==> src/rtl/i2c_eng_pkg.sv <==
package i2c_eng_pkg;
  typedef enum logic [2:0] {
    FA_NONE,
    FA_LOAD,
    FA_PRELOAD,
    FA_DATA,
    FA_ACK
  } fall_act_e;
endpackage

==> src/rtl/bus_line_sync.sv <==
module bus_line_sync #(
  parameter int N      = 2,
  parameter int STAGES = 2
) (
  input  logic         clk_i,
  input  logic         rst_ni,
  input  logic [N-1:0] raw_i,
  output logic [N-1:0] lvl_o,
  output logic [N-1:0] prv_o
);
  for (genvar g = 0; g < N; g++) begin : g_line
    logic [STAGES-1:0] chain_q;
    logic              prev_q;
    always_ff @(posedge clk_i or negedge rst_ni) begin
      if (!rst_ni) begin
        chain_q <= '1;
        prev_q  <= 1'b1;
      end else begin
        chain_q <= {chain_q[STAGES-2:0], raw_i[g]};
        prev_q  <= chain_q[STAGES-1];
      end
    end
    assign lvl_o[g] = chain_q[STAGES-1];
    assign prv_o[g] = prev_q;
  end
endmodule

==> src/rtl/byte_shift.sv <==
module byte_shift
  import i2c_eng_pkg::*;
#(
  parameter int DATA_W = 8
) (
  input  logic              clk_i,
  input  logic              rst_ni,
  input  logic              scl_rise_i,
  input  logic              scl_fall_i,
  input  logic              sda_i,
  input  logic              reinit_i,
  input  logic              tx_wr_i,
  input  logic [DATA_W-1:0] tx_data_i,
  input  logic              rx_rd_i,
  input  logic              ack_drive_i,
  input  logic              ack_val_i,
  output logic              sda_out_o,
  output logic [DATA_W-1:0] rx_data_o,
  output logic              rx_full_o,
  output logic              tx_empty_o,
  output logic              ninth_rise_o,
  output logic              ninth_fall_o
);
  localparam int CNT_W = $clog2(DATA_W + 1);
  localparam logic [CNT_W-1:0] LAST     = CNT_W'(DATA_W);
  localparam logic [CNT_W-1:0] PRE_LAST = CNT_W'(DATA_W - 1);

  logic [CNT_W-1:0]  bit_cnt;
  logic [DATA_W-1:0] tx_sh, tx_buf, rx_sh;
  logic              first_done, preload, ack_seen;
  fall_act_e         fall_act;

  always_comb begin
    fall_act = FA_NONE;
    if (scl_fall_i) begin
      if (bit_cnt == '0) begin
        if (!first_done) fall_act = preload ? FA_PRELOAD : FA_LOAD;
      end else if (bit_cnt == LAST) begin
        fall_act = FA_ACK;
      end else begin
        fall_act = FA_DATA;
      end
    end
  end

  always_ff @(posedge clk_i or negedge rst_ni) begin
    if (!rst_ni) begin
      bit_cnt    <= '0;
      tx_sh      <= '1;
      rx_sh      <= '0;
      sda_out_o  <= 1'b1;
      first_done <= 1'b0;
      preload    <= 1'b0;
      ack_seen   <= 1'b0;
    end else if (reinit_i) begin
      bit_cnt    <= '0;
      rx_sh      <= '0;
      tx_sh      <= tx_buf;
      preload    <= 1'b1;
      first_done <= 1'b0;
      ack_seen   <= 1'b0;
    end else begin
      if (scl_rise_i) begin
        bit_cnt    <= (bit_cnt == LAST) ? '0 : bit_cnt + 1'b1;
        ack_seen   <= (bit_cnt == LAST);
        first_done <= 1'b0;
        if (bit_cnt != LAST) rx_sh <= {rx_sh[DATA_W-2:0], sda_i};
      end
      if (scl_fall_i) ack_seen <= 1'b0;
      case (fall_act)
        FA_LOAD: begin
          sda_out_o  <= tx_buf[DATA_W-1];
          tx_sh      <= {tx_buf[DATA_W-2:0], 1'b1};
          first_done <= 1'b1;
        end
        FA_PRELOAD: begin
          sda_out_o  <= tx_sh[DATA_W-1];
          tx_sh      <= {tx_sh[DATA_W-2:0], 1'b1};
          preload    <= 1'b0;
          first_done <= 1'b1;
        end
        FA_DATA: begin
          sda_out_o <= tx_sh[DATA_W-1];
          tx_sh     <= {tx_sh[DATA_W-2:0], 1'b1};
        end
        FA_ACK:  sda_out_o <= ack_drive_i ? ack_val_i : 1'b1;
        default: ;
      endcase
    end
  end

  always_ff @(posedge clk_i or negedge rst_ni) begin
    if (!rst_ni) begin
      tx_buf     <= '1;
      tx_empty_o <= 1'b1;
    end else begin
      if (tx_wr_i) tx_buf <= tx_data_i;
      if (tx_wr_i) tx_empty_o <= 1'b0;
      else if (fall_act == FA_LOAD) tx_empty_o <= 1'b1;
    end
  end

  always_ff @(posedge clk_i or negedge rst_ni) begin
    if (!rst_ni) begin
      rx_data_o <= '0;
      rx_full_o <= 1'b0;
    end else if (scl_rise_i && !reinit_i && bit_cnt == PRE_LAST) begin
      rx_data_o <= {rx_sh[DATA_W-2:0], sda_i};
      rx_full_o <= 1'b1;
    end else if (rx_rd_i) begin
      rx_full_o <= 1'b0;
    end
  end

  assign ninth_rise_o = scl_rise_i && !reinit_i && bit_cnt == LAST;
  assign ninth_fall_o = scl_fall_i && !reinit_i && ack_seen;

  AST_RXFULL_ON_RISE: assert property (@(posedge clk_i) disable iff (!rst_ni)
    $rose(rx_full_o) |-> $past(scl_rise_i));
  AST_REINIT_SDA_HOLD: assert property (@(posedge clk_i) disable iff (!rst_ni)
    reinit_i |=> $stable(sda_out_o));
  AST_REINIT_TXE_KEEP: assert property (@(posedge clk_i) disable iff (!rst_ni)
    (reinit_i && !tx_wr_i) |=> $stable(tx_empty_o));
  AST_SDA_ON_FALL: assert property (@(posedge clk_i) disable iff (!rst_ni)
    !$stable(sda_out_o) |-> $past(scl_fall_i));
endmodule

==> src/rtl/ack_events.sv <==
module ack_events (
  input  logic clk_i,
  input  logic rst_ni,
  input  logic ninth_rise_i,
  input  logic sda_i,
  input  logic nack_quiet_i,
  input  logic dma_ack_en_i,
  output logic ack_evt_o,
  output logic nack_evt_o,
  output logic dma_req_o
);
  always_ff @(posedge clk_i or negedge rst_ni) begin
    if (!rst_ni) begin
      ack_evt_o  <= 1'b0;
      nack_evt_o <= 1'b0;
      dma_req_o  <= 1'b0;
    end else begin
      ack_evt_o  <= ninth_rise_i && !sda_i;
      nack_evt_o <= ninth_rise_i && sda_i && !nack_quiet_i;
      dma_req_o  <= ninth_rise_i && !sda_i && dma_ack_en_i;
    end
  end

  AST_ACK_ONE_CYCLE: assert property (@(posedge clk_i) disable iff (!rst_ni)
    ack_evt_o |=> !ack_evt_o);
  AST_ACK_NACK_EXCL: assert property (@(posedge clk_i) disable iff (!rst_ni)
    !(ack_evt_o && nack_evt_o));
  AST_DMA_NEEDS_ACK: assert property (@(posedge clk_i) disable iff (!rst_ni)
    dma_req_o |-> ack_evt_o);
endmodule

==> src/rtl/scl_wait.sv <==
module scl_wait (
  input  logic clk_i,
  input  logic rst_ni,
  input  logic arm_i,
  input  logic ninth_fall_i,
  input  logic release_i,
  output logic hold_o
);
  logic wait_en;

  always_ff @(posedge clk_i or negedge rst_ni) begin
    if (!rst_ni) begin
      wait_en <= 1'b0;
      hold_o  <= 1'b0;
    end else if (release_i) begin
      wait_en <= 1'b0;
      hold_o  <= 1'b0;
    end else begin
      if (arm_i) wait_en <= 1'b1;
      if (ninth_fall_i && wait_en) hold_o <= 1'b1;
    end
  end

  AST_HOLD_AFTER_NINTH: assert property (@(posedge clk_i) disable iff (!rst_ni)
    $rose(hold_o) |-> $past(ninth_fall_i));
  AST_HOLD_UNTIL_REL: assert property (@(posedge clk_i) disable iff (!rst_ni)
    $fell(hold_o) |-> $past(release_i));
endmodule

==> src/rtl/i2c_byte_engine.sv <==
module i2c_byte_engine #(
  parameter int DATA_W      = 8,
  parameter int SYNC_STAGES = 2
) (
  input  logic              clk_i,
  input  logic              rst_ni,
  input  logic              scl_i,
  input  logic              sda_i,
  input  logic              tx_wr_i,
  input  logic [DATA_W-1:0] tx_data_i,
  input  logic              rx_rd_i,
  input  logic              ack_out_en_i,
  input  logic              ack_val_i,
  input  logic              gen_cond_en_i,
  input  logic              nack_quiet_i,
  input  logic              dma_ack_en_i,
  input  logic              restart_init_en_i,
  input  logic              ext_clk_sel_i,
  input  logic              wait_rel_i,
  output logic [DATA_W-1:0] rx_data_o,
  output logic              rx_full_o,
  output logic              tx_empty_o,
  output logic              sda_oe_o,
  output logic              scl_oe_o,
  output logic              ack_evt_o,
  output logic              nack_evt_o,
  output logic              dma_req_o
);
  localparam int SCL_IDX = 0;
  localparam int SDA_IDX = 1;

  logic [1:0] lvl, prv;
  logic scl_rise, scl_fall, start_det, reinit, sda_out, ninth_rise, ninth_fall;

  bus_line_sync #(.N(2), .STAGES(SYNC_STAGES)) u_sync (
    .clk_i, .rst_ni,
    .raw_i ({sda_i, scl_i}),
    .lvl_o (lvl),
    .prv_o (prv)
  );

  assign scl_rise  = lvl[SCL_IDX] & ~prv[SCL_IDX];
  assign scl_fall  = ~lvl[SCL_IDX] & prv[SCL_IDX];
  // start: SDA falls while SCL stays high
  assign start_det = ~lvl[SDA_IDX] & prv[SDA_IDX] & lvl[SCL_IDX] & prv[SCL_IDX];
  assign reinit    = start_det & restart_init_en_i & ext_clk_sel_i;

  byte_shift #(.DATA_W(DATA_W)) u_shift (
    .clk_i, .rst_ni,
    .scl_rise_i   (scl_rise),
    .scl_fall_i   (scl_fall),
    .sda_i        (lvl[SDA_IDX]),
    .reinit_i     (reinit),
    .tx_wr_i,
    .tx_data_i,
    .rx_rd_i,
    .ack_drive_i  (ack_out_en_i & ~gen_cond_en_i),
    .ack_val_i,
    .sda_out_o    (sda_out),
    .rx_data_o,
    .rx_full_o,
    .tx_empty_o,
    .ninth_rise_o (ninth_rise),
    .ninth_fall_o (ninth_fall)
  );

  ack_events u_evt (
    .clk_i, .rst_ni,
    .ninth_rise_i (ninth_rise),
    .sda_i        (lvl[SDA_IDX]),
    .nack_quiet_i,
    .dma_ack_en_i,
    .ack_evt_o,
    .nack_evt_o,
    .dma_req_o
  );

  scl_wait u_wait (
    .clk_i, .rst_ni,
    .arm_i        (reinit),
    .ninth_fall_i (ninth_fall),
    .release_i    (wait_rel_i),
    .hold_o       (scl_oe_o)
  );

  assign sda_oe_o = ~sda_out;

  AST_NO_WAIT_INT_CLK: assert property (@(posedge clk_i) disable iff (!rst_ni)
    (start_det && !ext_clk_sel_i && !scl_oe_o) |=> !scl_oe_o);
endmodule

==> config.mk <==
export PLATFORM = sky130hd
export DESIGN_NAME = i2c_byte_engine
export DESIGN_NICKNAME = d
export VERILOG_FILES = /design/src/rtl/i2c_eng_pkg.sv /design/src/rtl/bus_line_sync.sv /design/src/rtl/byte_shift.sv /design/src/rtl/ack_events.sv /design/src/rtl/scl_wait.sv /design/src/rtl/i2c_byte_engine.sv
export SDC_FILE = /design/constraint.sdc
export NUM_CORES = 1
export LEC_CHECK = 0
export ABC_AREA = 1
export CAP_MARGIN = 25
export CORE_ASPECT_RATIO = 1.2
export CORE_MARGIN = 1
export CORE_UTILIZATION = 40
export DETAILED_ROUTE_END_ITERATION = 12
export PLACE_DENSITY_LB_ADDON = 0.08
export SYNTH_ARGS = -nofsm -noshare
export SYNTH_HDL_FRONTEND = slang
export SYNTH_SLANG_ARGS = --single-unit
export TNS_END_PERCENT = 30
==> constraint.sdc <==
create_clock -name clk_i -period 1.4 [get_ports clk_i]
set_clock_uncertainty 0.1 [all_clocks]
set_input_delay 0.35 -clock clk_i [delete_from_list [all_inputs] [get_ports clk_i]]
set_output_delay 0.35 -clock clk_i [all_outputs]
set_load 0.05 [all_outputs]
-- After elaboration in Yosys (flattened, before gate mapping)
Index checks and enable logic that the tools add are counted.
W data, S select, Z words.
- add/sub/neg operators: 1
- equality and inequality tests: 7
- mux-type cells: 31
- bitwise gates (word level): 14
- reductions and logical operators: 29
- operators by type and width (operator ; count):
    $mux W7 ; 3
    $mux W1 ; 17
    $pmux W8 S2 ; 1
    $reduce_bool A2 Y1 ; 7
    $mux W3 ; 4
    $mux W4 ; 3
    $reduce_bool A3 Y1 ; 4
    $logic_and A1 B1 Y1 ; 10
    $and A1 B1 Y1 ; 8
    $mux W8 ; 1
    $eq A3 B2 Y1 const B ; 2
    $not A1 Y1 ; 6
    $add A4 B1 Y4 const B ; 1
    $eq A4 B3 Y1 const B ; 1
    $eq A4 B4 Y1 const B ; 1
    $logic_not A4 Y1 ; 1
    $ne A4 B4 Y1 const B ; 1
    $reduce_and A2 Y1 ; 2
    $reduce_or A2 Y1 ; 2
    $eq A3 B1 Y1 const B ; 1
    $eq A3 B3 Y1 const B ; 1
    $logic_not A1 Y1 ; 3
    $pmux W1 S3 ; 1
    $mux W2 ; 1
- bits in registers: 52
- input bits: 22
- output and inout port bits: 15
- logic and storage cells: 102

-- Logic depth before layout (Yosys ltp)
Gate-level depths: netlist of run 1.
- depth in word-level cells: 12
- gate-level depth with buffers: 11
- depth with buffers taken out: 11

-- Modules after synthesis
From an unflattened synthesis of run 1, not the netlist that was laid out.
- cells, all modules: 262
- area, all modules: 2364.8 um^2
- modules (own cells, without submodules) (module ; instances ; cells each ; area an instance (um^2) ; seq. area each (um^2)):
    byte_shift ; 1 ; 220 ; 1935.6 ; 1048.5
    bus_line_sync ; 1 ; 10 ; 187.7 ; 157.7
    ack_events ; 1 ; 10 ; 108.9 ; 75.1
    scl_wait ; 1 ; 7 ; 73.8 ; 50.0
    i2c_byte_engine ; 1 ; 15 ; 58.8 ; 0.0

-- Least setup slack after synthesis of run 1
Ideal clock, no wire load.
- path kind: flip-flop to flip-flop
- from: register u_shift.bit_cnt[0]
- to: register u_shift.first_done
- setup time: 0.113 ns
- data arrival time: 1.324 ns
- required time: 1.187 ns
- setup slack: -0.137 ns
- stages on the path, launching flop included: 11
- path buffers: 1
- clock period less this slack: 1.537 ns
- cells stage by stage: dfrtp_1 -> inv_1 -> ha_1 -> nand3_2 -> nand2_2 -> inv_4 -> buf_6 -> nand3b_1 -> nand3_1 -> nand2_1 -> inv_1
- word-level cells in the longest chain between the ends: 8
- elaborated cells on any way between the ends: 11
- classes of those cells: eq/ne (3); mux (5); reduce/logical (3)
- RTL lines (what ; RTL line ; text):
    from (decl) ; byte_shift.sv:28 ; logic [CNT_W-1:0] bit_cnt;
    from (signal assigned) ; byte_shift.sv:64 ; bit_cnt <= (bit_cnt == LAST) ? '0 : bit_cnt + 1'b1;
    $eq A4 B4 Y1 ; byte_shift.sv:38 ; end else if (bit_cnt == LAST) begin
    $mux W3 ; byte_shift.sv:38 ;
    $mux W3 * ; byte_shift.sv:36 ; if (bit_cnt == '0) begin
    $mux W3 * ; byte_shift.sv:35 ; if (scl_fall_i) begin
    $eq A3 B2 Y1 / $eq A3 B1 Y1 (equally long branches) ; byte_shift.sv:70 ; case (fall_act)
    $reduce_or A2 Y1 (no line) * ; n/a ;
    $mux W1 ; byte_shift.sv:70 ;
    $mux W1 ; byte_shift.sv:55 ; end else if (reinit_i) begin
    to (signal assigned) ; byte_shift.sv:52 ; first_done <= 1'b0;
    to (signal assigned) ; byte_shift.sv:60 ; first_done <= 1'b0;
    to (signal assigned) ; byte_shift.sv:74 ; first_done <= 1'b1;
    to (decl) ; byte_shift.sv:30 ; logic first_done, preload, ack_seen;
Every way passes the cells marked *; elsewhere a longest branch is shown, timed or not.
A chain may end at the register's enable or synchronous reset.

-- Final worst setup path of run 1
- from: register u_sync.g_line[0].chain_q[1]
- to: register u_shift.sda_out_o
- word-level cells in the longest chain between the ends: 7
- elaborated cells on any way between the ends: 16
- classes of those cells: eq/ne (4); mux (2); bitwise (7); reduce/logical (3)
- RTL lines (what ; RTL line ; text):
    from (decl) ; bus_line_sync.sv:12 ; logic [STAGES-1:0] chain_q;
    from (signal assigned) ; bus_line_sync.sv:19 ; chain_q <= {chain_q[STAGES-2:0], raw_i[g]};
    $not A1 Y1 ; i2c_byte_engine.sv:43 ; assign scl_fall = ~lvl[SCL_IDX] & prv[SCL_IDX];
    $and A1 B1 Y1 ; i2c_byte_engine.sv:43 ;
    $mux W3 ; byte_shift.sv:35 ;
    $eq A3 B2 Y1 ; byte_shift.sv:70 ;
    $reduce_or A2 Y1 (no line) ; n/a ;
    $reduce_bool A3 Y1 (no line) ; n/a ;
    $reduce_and A2 Y1 (no line) ; n/a ;
    to (signal assigned) ; byte_shift.sv:72 ; sda_out_o <= tx_buf[DATA_W-1];
    to (signal assigned) ; byte_shift.sv:77 ; sda_out_o <= tx_sh[DATA_W-1];
    to (signal assigned) ; byte_shift.sv:83 ; sda_out_o <= tx_sh[DATA_W-1];
    to (decl) ; byte_shift.sv:17 ; output logic sda_out_o,
Several ways; a longest one is shown, not always the timed one.

==> results of run 1 <==
[placed cells by master, fill, tap and decap left out, types with 3 or more instances in the layout]
cell type,instances
nand3_1,27
o21ai_0,3
nand3_2,5
nand2_8,3
mux2_2,8
buf_12,17
buf_6,9
dfstp_2,24
buf_4,21
inv_1,18
clkdlybuf4s50_1,20
dfrtp_1,28
clkbuf_8,6
nand2_2,10
o21ai_2,7
o21ai_1,9
nand2_1,54
ha_4,3
nor2_1,6
inv_2,8
nand2_4,4
[worst paths after layout]
| kind | slack [ns] | to | cells after the start | from |
|---|---|---|---|---|
| max in group asynchronous | 0.45 | u_sync.g_line[0].prev_q$_DFF_PN1_ | 3 | rst_ni |
| min in group asynchronous | 0.45 | u_evt.nack_evt_o$_DFF_PN0_ | 3 | rst_ni |
| setup / recovery | -0.12 | u_shift.sda_out_o$_DFFE_PN1P_ | 11 | u_sync.g_line[0].chain_q[1]$_DFF_PN1_ |
| hold reg to reg | 0.26 | u_sync.g_line[1].chain_q[1]$_DFF_PN1_ | 0 | u_sync.g_line[1].chain_q[0]$_DFF_PN1_ |
| hold / removal | 0.26 | u_sync.g_line[1].chain_q[1]$_DFF_PN1_ | 0 | u_sync.g_line[1].chain_q[0]$_DFF_PN1_ |
| setup reg to reg | -0.12 | u_shift.sda_out_o$_DFFE_PN1P_ | 11 | u_sync.g_line[0].chain_q[1]$_DFF_PN1_ |
[repair_timing]
item / CTS / global route
hold buffers: 1 / 0
buffers inserted: 3 / 6
endpoints found under the hold margin: 28 / 0
endpoints found under the setup margin: 40 / 39
resized for setup: 33 / 33
pin swaps: 9 / 8
gates cloned: 1 / 0
[routing by layer]
layer  part of all wire  GRT usage
met1               0.44      0.215
met2               0.51      0.317
met3              0.034     0.0384
met4              0.011     0.0588
met5                  0          0
[flip-flops by register name, summed over array words and instances, names as in the netlist, 2 cells and up]
name                   cells
u_sync.g_line.prev_q       2
u_shift.tx_sh              8
u_sync.g_line.chain_q      4
u_shift.rx_data_o          8
u_shift.rx_sh              7
u_shift.tx_buf             8
u_shift.bit_cnt            4
[cells by family after synthesis]
group,Yosys count
AO/OA/AOI/OAI,26
XOR/XNOR,2
adder cells (fa/ha/maj),4
buffers and inverters,34
flip-flops,52
multiplexers,8
AND/OR/NAND/NOR,119
[per-stage QoR]
step / util / worst slack (ns) / std cells / total power [mW]
floorplan: - / -0.0858 / 245 / 3.27
global route: 0.626 / -0.229 / 398 / 5.68
detailed placement: 0.556 / -0.463 / 380 / 4.16
global placement: 0.556 / -0.433 / 380 / 4.12
CTS: 0.598 / -0.120 / 392 / 5.20
finish: 0.626 / -0.124 / 398 / 5.34
[worst max-delay path, delay by kind of cell (launching register included)]
kind          cells  cell delay (ns)
buf+inv           4             0.26
flops             1             0.58
fa+ha+maj         1             0.17
simple gates      6             0.37
[area by class of cell]
class / instances / area, um^2 / area share
Sequential cell: 52 / 1330 / 0.375
Timing Repair Buffer: 69 / 815 / 0.230
Tap cell: 80 / 100 / 0.0282
Multi-Input combinational cell: 160 / 1080 / 0.304
Inverter: 29 / 131 / 0.0370
Clock inverter: 1 / 7.51 / 0.00212
Clock buffer: 7 / 86.3 / 0.0243
[power by group]
group / total (mW) / internal (mW) / leakage, nW / switching, mW
clock network: 0.880 / 0.403 / 0.0445 / 0.478
logic: 2.25 / 1.09 / 0.922 / 1.16
registers: 2.21 / 1.94 / 0.627 / 0.263
==> impl_metrics.tcl, run 1 <==
set metrics [dict create \
    status "complete, but fails checks" \
    violations "negative setup slack" \
    yosysSeqAreaShare 0.563 \
    synth_edf_count 0 \
    grt_overflow_total 0 \
    clock_path_buffers 2 \
    vias 1885 \
    dr.pass1.iters 4 \
    setup_violations 39 \
    fin_area_mm2 0.00355 \
    final_nets 343 \
    antenna_found_initial 0 \
    cts_tree "built" \
    rows 30 \
    synth-main-ff-cell "dfrtp_1" \
    tns_ns -3.35 \
    numCtsBuffers 5 \
    synth.cells.most_frequent "nand2_1 (65), nand3_1 (31), dfrtp_1 (28)" \
    critPathLaunchType "flop" \
    wl_um 5100 \
    path_clk_slew_ns 0.09 \
    die-width_um 72.2 \
    synthAdderAreaFrac 0.0212 \
    cts_root_buf "clkbuf_8" \
    max_stage_delay_ns 0.58 \
    synthSimpleGateAreaFrac 0.240 \
    nFillCells 474 \
    cp.arrival_ns 1.66 \
    grt_pass1_wl_um 8710 \
    final.period_utilization 1.09 \
    setup_ws_ns -0.124 \
    ys_ff_latch 52 \
    drive_gt1_frac 0.443 \
    synth_most_common_cell "nand2_1" \
    ys_top_cells_by_area "dfrtp_1 (30%), dfstp_2 (27%), nand2_1 (10%)" \
    route.detailed.drc 0 \
    worst_pin_slew_ns 0.294 \
    rsz0062_at_grt "yes" \
    htree_levels 2 \
    synth_top_area_frac 0.296 \
    first_iter_violations 103 \
    cp_max_fo 6 \
    final-hold-violation-count 0 \
    die_area_mm2 0.00622 \
    syn_area_per_cell_um2 9.65 \
    fin_crit_ns 1.52 \
    yosysWarnings 0 \
    synthXorXnorAreaFrac 0.00741 \
    cpMaxStageDelayCell "dfstp_2" \
    slew_headroom 0.803 \
    antennaDiodeCount 0 \
    cap_viol_max_count 0 \
    syn_nets 271 \
    leakage_nw 1.59 \
    grt_pass1_vias 1910 \
    clock_sinks 52 \
    postPlaceCellArea_mm2 0.00315 \
    place.gp.congestion 0.802 \
    coreArea_mm2 0.00567 \
    io_pins 37 \
    routedWlPerCell_um 12.8 \
    dieHeight_um 86.2 \
    synth_compound_area_frac 0.0656 \
    dpl.hpwl_um 3440 \
    powerDensity_mw_per_mm2 1500 \
    areaGrowthSynthToFinish_pct 50.1 \
    portBuffers 36 \
    muxShareOfSynthArea 0.0381 \
    drv_slew 0 \
    ant_nets 0 \
    crit_path_end_kind "flop" \
    syn_inst 245 \
    routed_via_density 4.74 \
    clock.fmax_ghz 0.656 \
    whs_ns 0.261 \
    required_ns 1.54 \
    peakVddDrop_uv 932 \
    start_util 0.417 \
    synth_top_family_by_area "simple AND/OR/NAND/NOR gates" \
    cp_common_cell "nand2_1" \
    synthesis.area_mm2 0.00236 \
    synthArstFlopShare 1.00 \
    hold_class "flop to flop" \
    crit_path_cell_trace "inv_4, ha_4, nand2_4, inv_8, buf_6, nand2_2, nand2_2, nand2_1, inv_1, nand2_1, nand2_1" \
    worstSkewPairLatency_ns 0.30 \
    yosysUniqueCellTypes 31 \
    grt_max_degree 53 \
    grt_usage 0.179 \
    criticalPathCategory "flop to flop" \
    yosysTopAreaCell "dfrtp_1" \
]
Note: power is estimated with default switching activity, not from simulation.
==> run 2: changes to the inputs <==
==> constraint.sdc (replaced) <==
create_clock -name clk_i -period 1.4 [get_ports clk_i]
set_clock_uncertainty 0.1 [all_clocks]
set_input_delay 0.42 -clock clk_i [delete_from_list [all_inputs] [get_ports clk_i]]
set_output_delay 0.42 -clock clk_i [all_outputs]
set_load 0.05 [all_outputs]
==> run 2 against run 1 <==
Effect of this change:
- the flow finishes with violations (negative hold slack, negative setup slack)
- core utilization decreased by 1.5 points
- routed wire length shrank 1.7%
- setup slack got worse by 0.019 ns
- maximum frequency down 1.2%
- register-to-register slack got worse by 0.02 ns
- worst hold slack lost 0.26 ns
- power is 1.7% lower
- first-iteration DRC count increased by 1.9%
- count of clock-buffer cells in the layout unchanged
- via count increased by 0.74%
- sequential power about the same
- sequential share of layout area up 0.91 points
- largest power group is now registers
==> impl_metrics.tcl, run 2 (synthesis gave the netlist of run 1 again) <==
set metrics [dict create \
    grt_overflow_total 0 \
    grt_usage 0.180 \
    cts_tree "built" \
    criticalPathCategory "flop to flop" \
    first_iter_violations 105 \
    r2r_start "u_sync.g_line[0].chain_q[1]$_DFF_PN1_" \
    wl_um 5010 \
    worstSkewPairLatency_ns 0.30 \
    cpMaxStageDelayCell "dfstp_2" \
    clock.fmax_ghz 0.648 \
    dpl.hpwl_um 3440 \
    holdBufCountCts 0 \
    worst_pin_slew_ns 0.328 \
    portBuffers 36 \
    dr.pass1.iters 4 \
    path_buf_inv 4 \
    dieHeight_um 86.2 \
    final-hold-violation-count 1 \
    rows 30 \
    cp.arrival_ns 1.64 \
    grt_pass1_wl_um 8710 \
    setup_violations 45 \
    cpLargestDelayFamily "flip-flops" \
    coreArea_mm2 0.00567 \
    io_pins 37 \
    final.period_utilization 1.10 \
    fin_crit_ns 1.54 \
    antennaDiodeCount 0 \
    peakVddDrop_uv 926 \
    clock_path_buffers 2 \
    clock_sinks 52 \
    power_switching_mw 1.86 \
    powerDensity_mw_per_mm2 1510 \
    top_regs "u_shift.rx_data_o x8, u_shift.tx_buf x8, u_shift.tx_sh x8" \
    die_area_mm2 0.00622 \
    final_cell_mix "nand2_1 (56), nand3_1 (29), buf_4 (29)" \
    p_int_mw 3.39 \
    required_ns 1.50 \
    leakage_nw 1.56 \
    slew_headroom 0.780 \
    crit_path_cell_trace "inv_4, ha_4, nand2_4, inv_6, buf_4, nand3b_1, nand3_1, nand2_1, inv_1" \
    place_ws_ns -0.533 \
    clkPwrFrac 0.168 \
    power_switching_share 0.354 \
    setup_ws_ns -0.143 \
    nFillCells 492 \
    grt_pass1_vias 1872 \
    cts_root_buf "clkbuf_8" \
    violations "negative hold slack, negative setup slack" \
    die-width_um 72.2 \
    ant_nets 0 \
    cp_max_fo 5 \
    rsz0062_at_grt "yes" \
    path_clk_slew_ns 0.10 \
    crit_path_end_kind "flop" \
    grt_max_degree 53 \
    final_core_util 0.611 \
    max_stage_delay_ns 0.58 \
    htree_levels 2 \
    hold_class "primary input to asynchronous set/reset pin" \
    sequentialPowerShare 0.421 \
    power_frac_comb 0.411 \
    antenna_found_initial 0 \
    status "complete, but fails checks" \
    start_util 0.417 \
    whs_ns -0.000381 \
    routedWlPerCell_um 12.6 \
    final_nets 343 \
    areaGrowthSynthToFinish_pct 46.5 \
    cap_viol_max_count 0 \
    final_common_cell "nand2_1" \
    drv_slew 0 \
    vias 1899 \
    crit_path_start "u_sync.g_line[0].chain_q[1]$_DFF_PN1_" \
    drive_gt1_frac 0.412 \
    numCtsBuffers 5 \
    critPathLaunchType "flop" \
    route.detailed.drc 0 \
    routed_via_density 4.77 \
    place.gp.congestion 0.802 \
]
## run 2: worst paths after layout
kind	slack, ns	depth (start not counted)	endpoint
worst min-delay path	-0.0004	2	u_shift.ack_seen$_DFFE_PN0P_
worst max register to register	-0.14	9	u_shift.first_done$_DFFE_PN0P_
min in group clk_i	0.26	0	u_sync.g_line[0].chain_q[1]$_DFF_PN1_
max in group asynchronous	0.91	2	u_sync.g_line[1].prev_q$_DFF_PN1_
worst max-delay path	-0.14	9	u_shift.first_done$_DFFE_PN0P_
worst min register to register	0.26	0	u_sync.g_line[0].chain_q[1]$_DFF_PN1_
## run 2: layout make-up
type	instances	area [um^2]	share of cell area
well taps	80	100	0.0289
flip-flops and latches	52	1330	0.384
inverters	29	128	0.0368
multi-input cells	160	1030	0.296
repair buffers	69	786	0.227
clock inverters	1	7.51	0.00217
clock buffers	7	86.3	0.0249
## run 2: layer usage
metal	part of all wire	track usage	wire length (um)
met1	0.44	0.221	2200
met2	0.51	0.314	2550
met3	0.040	0.0384	198
met4	0.013	0.0588	67
met5	0	0	0
## run 2: power groups by stage
stage | sequential [mW] | combinational, mW | clock, mW
2_1_floorplan | 2.38 | 0.887 | 0
3_3_place_gp | 2.20 | 1.92 | 0
3_5_place_dp | 2.21 | 1.95 | 0
4_1_cts | 2.20 | 2.08 | 0.915
5_1_grt | 2.25 | 2.36 | 0.974
6_report | 2.21 | 2.16 | 0.884
## run 2: repair_timing
action / 4_1_cts / 5_1_grt
gates cloned: 1 / 0
endpoints found under the setup margin: 50 / 52
setup buffers: 3 / 7
pin swaps: 6 / 12
gates resized for setup: 21 / 23
## run 2: per-stage QoR
stage	hold WS (ns)	setup TNS, ns	instance area (um^2)	total power [mW]	instances
6_report	-0.000381	-3.99	3460	5.25	398
5_1_grt	0.00537	-7.79	3460	5.59	398
4_1_cts	0.00757	-4.73	3370	5.20	392
3_5_place_dp	0.247	-18.28	3150	4.16	380
3_3_place_gp	0.246	-17.55	3150	4.12	380
2_1_floorplan	0.0244	-0.915	2380	3.27	245
==> run 3: changes to the inputs <==
==> constraint.sdc (replaced) <==
create_clock -name clk_i -period 1.7 [get_ports clk_i]
set_clock_uncertainty 0.1 [all_clocks]
set_input_delay 0.51 -clock clk_i [delete_from_list [all_inputs] [get_ports clk_i]]
set_output_delay 0.51 -clock clk_i [all_outputs]
set_load 0.05 [all_outputs]
==> run 3 against run 2 <==
Effect of this change:
- the run now ends clean
- via count shrank 4.9%
- clock power decreased by 6.6%
- largest power group unchanged
- largest cell class unchanged
- flip-flop and latch count unchanged
- count of clock-buffer cells in the layout down 2
- design area decreased by 6.2%
- non-clock buffer count decreased by 15
==> impl_metrics.tcl, run 3 (synthesis gave the netlist of run 1 again) <==
set metrics [dict create \
    status "finished, final reports clean" \
    first_iter_violations 86 \
    place.gp.congestion 0.788 \
    crit_path_end_kind "output pin" \
    worstReg2RegEnd "u_shift.tx_sh[5]$_DFFE_PN1P_" \
    cts_root_buf "clkbuf_8" \
    rows 30 \
    io_pins 37 \
    regToRegSetupSlack_ns 0.10 \
    sequentialPowerShare 0.437 \
    critPathLaunchType "flop" \
    dieHeight_um 86.2 \
    numCtsBuffers 5 \
    die_area_mm2 0.00622 \
    cp.arrival_ns 1.06 \
    hold_class "primary input to asynchronous set/reset pin" \
    powerDensity_mw_per_mm2 1280 \
    clock_sinks 52 \
    power_switching_share 0.346 \
    holdBufCountCts 0 \
    final.period_utilization 0.982 \
    whs_ns 0.0782 \
    final_common_cell "nand2_1" \
    worst_pin_slew_ns 0.380 \
    r2r_start "u_shift.bit_cnt[0]$_DFFE_PN0P_" \
    place_ws_ns -0.287 \
    cap_viol_max_count 0 \
    grt_max_degree 53 \
    path_clk_slew_ns 0.09 \
    antennaDiodeCount 0 \
    dr.pass1.iters 4 \
    power_frac_comb 0.365 \
    cp_max_fo 2 \
    reg2reg_depth 10 \
    clock_path_buffers 2 \
    setup_ws_ns 0.0303 \
    die-width_um 72.2 \
    antenna_found_initial 0 \
    final_cell_mix "nand2_1 (65), nand3_1 (31), dfrtp_1 (28)" \
    ant_nets 0 \
    portBuffers 36 \
    p_int_mw 2.72 \
    criticalPathCategory "flop to output pin" \
    drv_slew 0 \
    route.detailed.drc 0 \
    grt_pass1_vias 1786 \
    peakVddDrop_uv 602 \
    leakage_nw 1.50 \
    start_util 0.417 \
    vias 1806 \
    setup_violations 0 \
    final_nets 328 \
    top_regs "u_shift.rx_data_o x8, u_shift.tx_buf x8, u_shift.tx_sh x8" \
    routed_via_density 4.72 \
    power_switching_mw 1.44 \
    clkPwrFrac 0.198 \
    dpl.hpwl_um 3230 \
    coreArea_mm2 0.00567 \
    fin_crit_ns 1.67 \
    final-hold-violation-count 0 \
    routedWlPerCell_um 11.8 \
    drive_gt1_frac 0.317 \
    htree_levels 2 \
    wl_um 4520 \
    grt_overflow_total 0 \
    rsz0062_at_grt "yes" \
    worstSkewPairLatency_ns 0.31 \
    slew_headroom 0.747 \
    grt_usage 0.161 \
    areaGrowthSynthToFinish_pct 37.5 \
    grt_pass1_wl_um 7840 \
    required_ns 1.09 \
    cts_tree "built" \
    clock.fmax_ghz 0.599 \
]
==> run 3: cell types whose count changed in the layout (fill, tap and decap cells not counted), sizes merged <==
cell and delta:
clkinvlp -2, clkinv +3, buf -15, bufinv +1, clkbuf -2
==> run 3: cell type report <==
class                   instances  area (um^2)
inverters                      29          116
well taps                      80          100
repair buffers                 54          657
fillers                       488         2420
multi-input cells             160          940
flip-flops and latches         52         1330
clock buffers                   5         68.8
clock inverters                 3         37.5
==> run 3: critical path, cell delays in order (launching register included) <==
cell and delay [ns]:
dfstp_2 0.54, inv_1 0.06, buf_6 0.15
==> run 3: per-stage QoR <==
stage | std cells | utilization | TNS (ns) | instance area (um^2) | total power, mW
2_1_floorplan | 245 | - | 0 | 2360 | 2.67
3_3_place_gp | 372 | 0.538 | -6.31 | 3050 | 3.23
3_5_place_dp | 372 | 0.538 | -7.36 | 3050 | 3.26
4_1_cts | 380 | 0.558 | 0 | 3160 | 4.11
5_1_grt | 383 | 0.574 | -0.0308 | 3250 | 4.44
6_report | 383 | 0.574 | 0 | 3250 | 4.16
==> run 3: what timing repair did <==
action	CTS	global route
gates resized for setup	2	9
setup buffers	0	2
pin swaps	0	3
endpoints found under the hold margin	0	0
setup endpoints to repair	2	17
gates cloned	0	1
==> run 3: power groups by stage <==
stage | combinational, mW | clock [mW] | sequential (mW)
3_5_place_dp | 1.42 | 0 | 1.84
3_3_place_gp | 1.41 | 0 | 1.83
4_1_cts | 1.44 | 0.852 | 1.82
2_1_floorplan | 0.706 | 0 | 1.96
6_report | 1.52 | 0.826 | 1.82
5_1_grt | 1.67 | 0.911 | 1.85
==> run 3: worst max path at each step <==
stage                                               from                               end  slack, ns  depth (start not counted)
after global placement                     ext_clk_sel_i     u_shift.rx_full_o$_DFFE_PN0P_      -0.23                          8
after floorplan           u_shift.bit_cnt[0]$_DFFE_PN0P_    u_shift.first_done$_DFFE_PN0P_       0.16                         10
final                      u_shift.sda_out_o$_DFFE_PN1P_                          sda_oe_o       0.03                          2
after CTS                  u_shift.sda_out_o$_DFFE_PN1P_                          sda_oe_o       0.02                          2
after detailed placement                   ext_clk_sel_i  u_shift.rx_data_o[7]$_DFFE_PN0P_      -0.29                          9
after global routing      u_shift.bit_cnt[0]$_DFFE_PN0P_      u_shift.tx_sh[5]$_DFFE_PN1P_      -0.01                         10
==> run 3: metal layers <==
layer | routed length, um | vias up | share of wire | track usage
met4 | 85 | 0 | 0.019 | 0.0588
li1 | - | 901 | - | -
met1 | 1900 | 857 | 0.42 | 0.192
met3 | 151 | 6 | 0.033 | 0.0291
met2 | 2390 | 42 | 0.53 | 0.289
met5 | 0 | - | 0 | 0
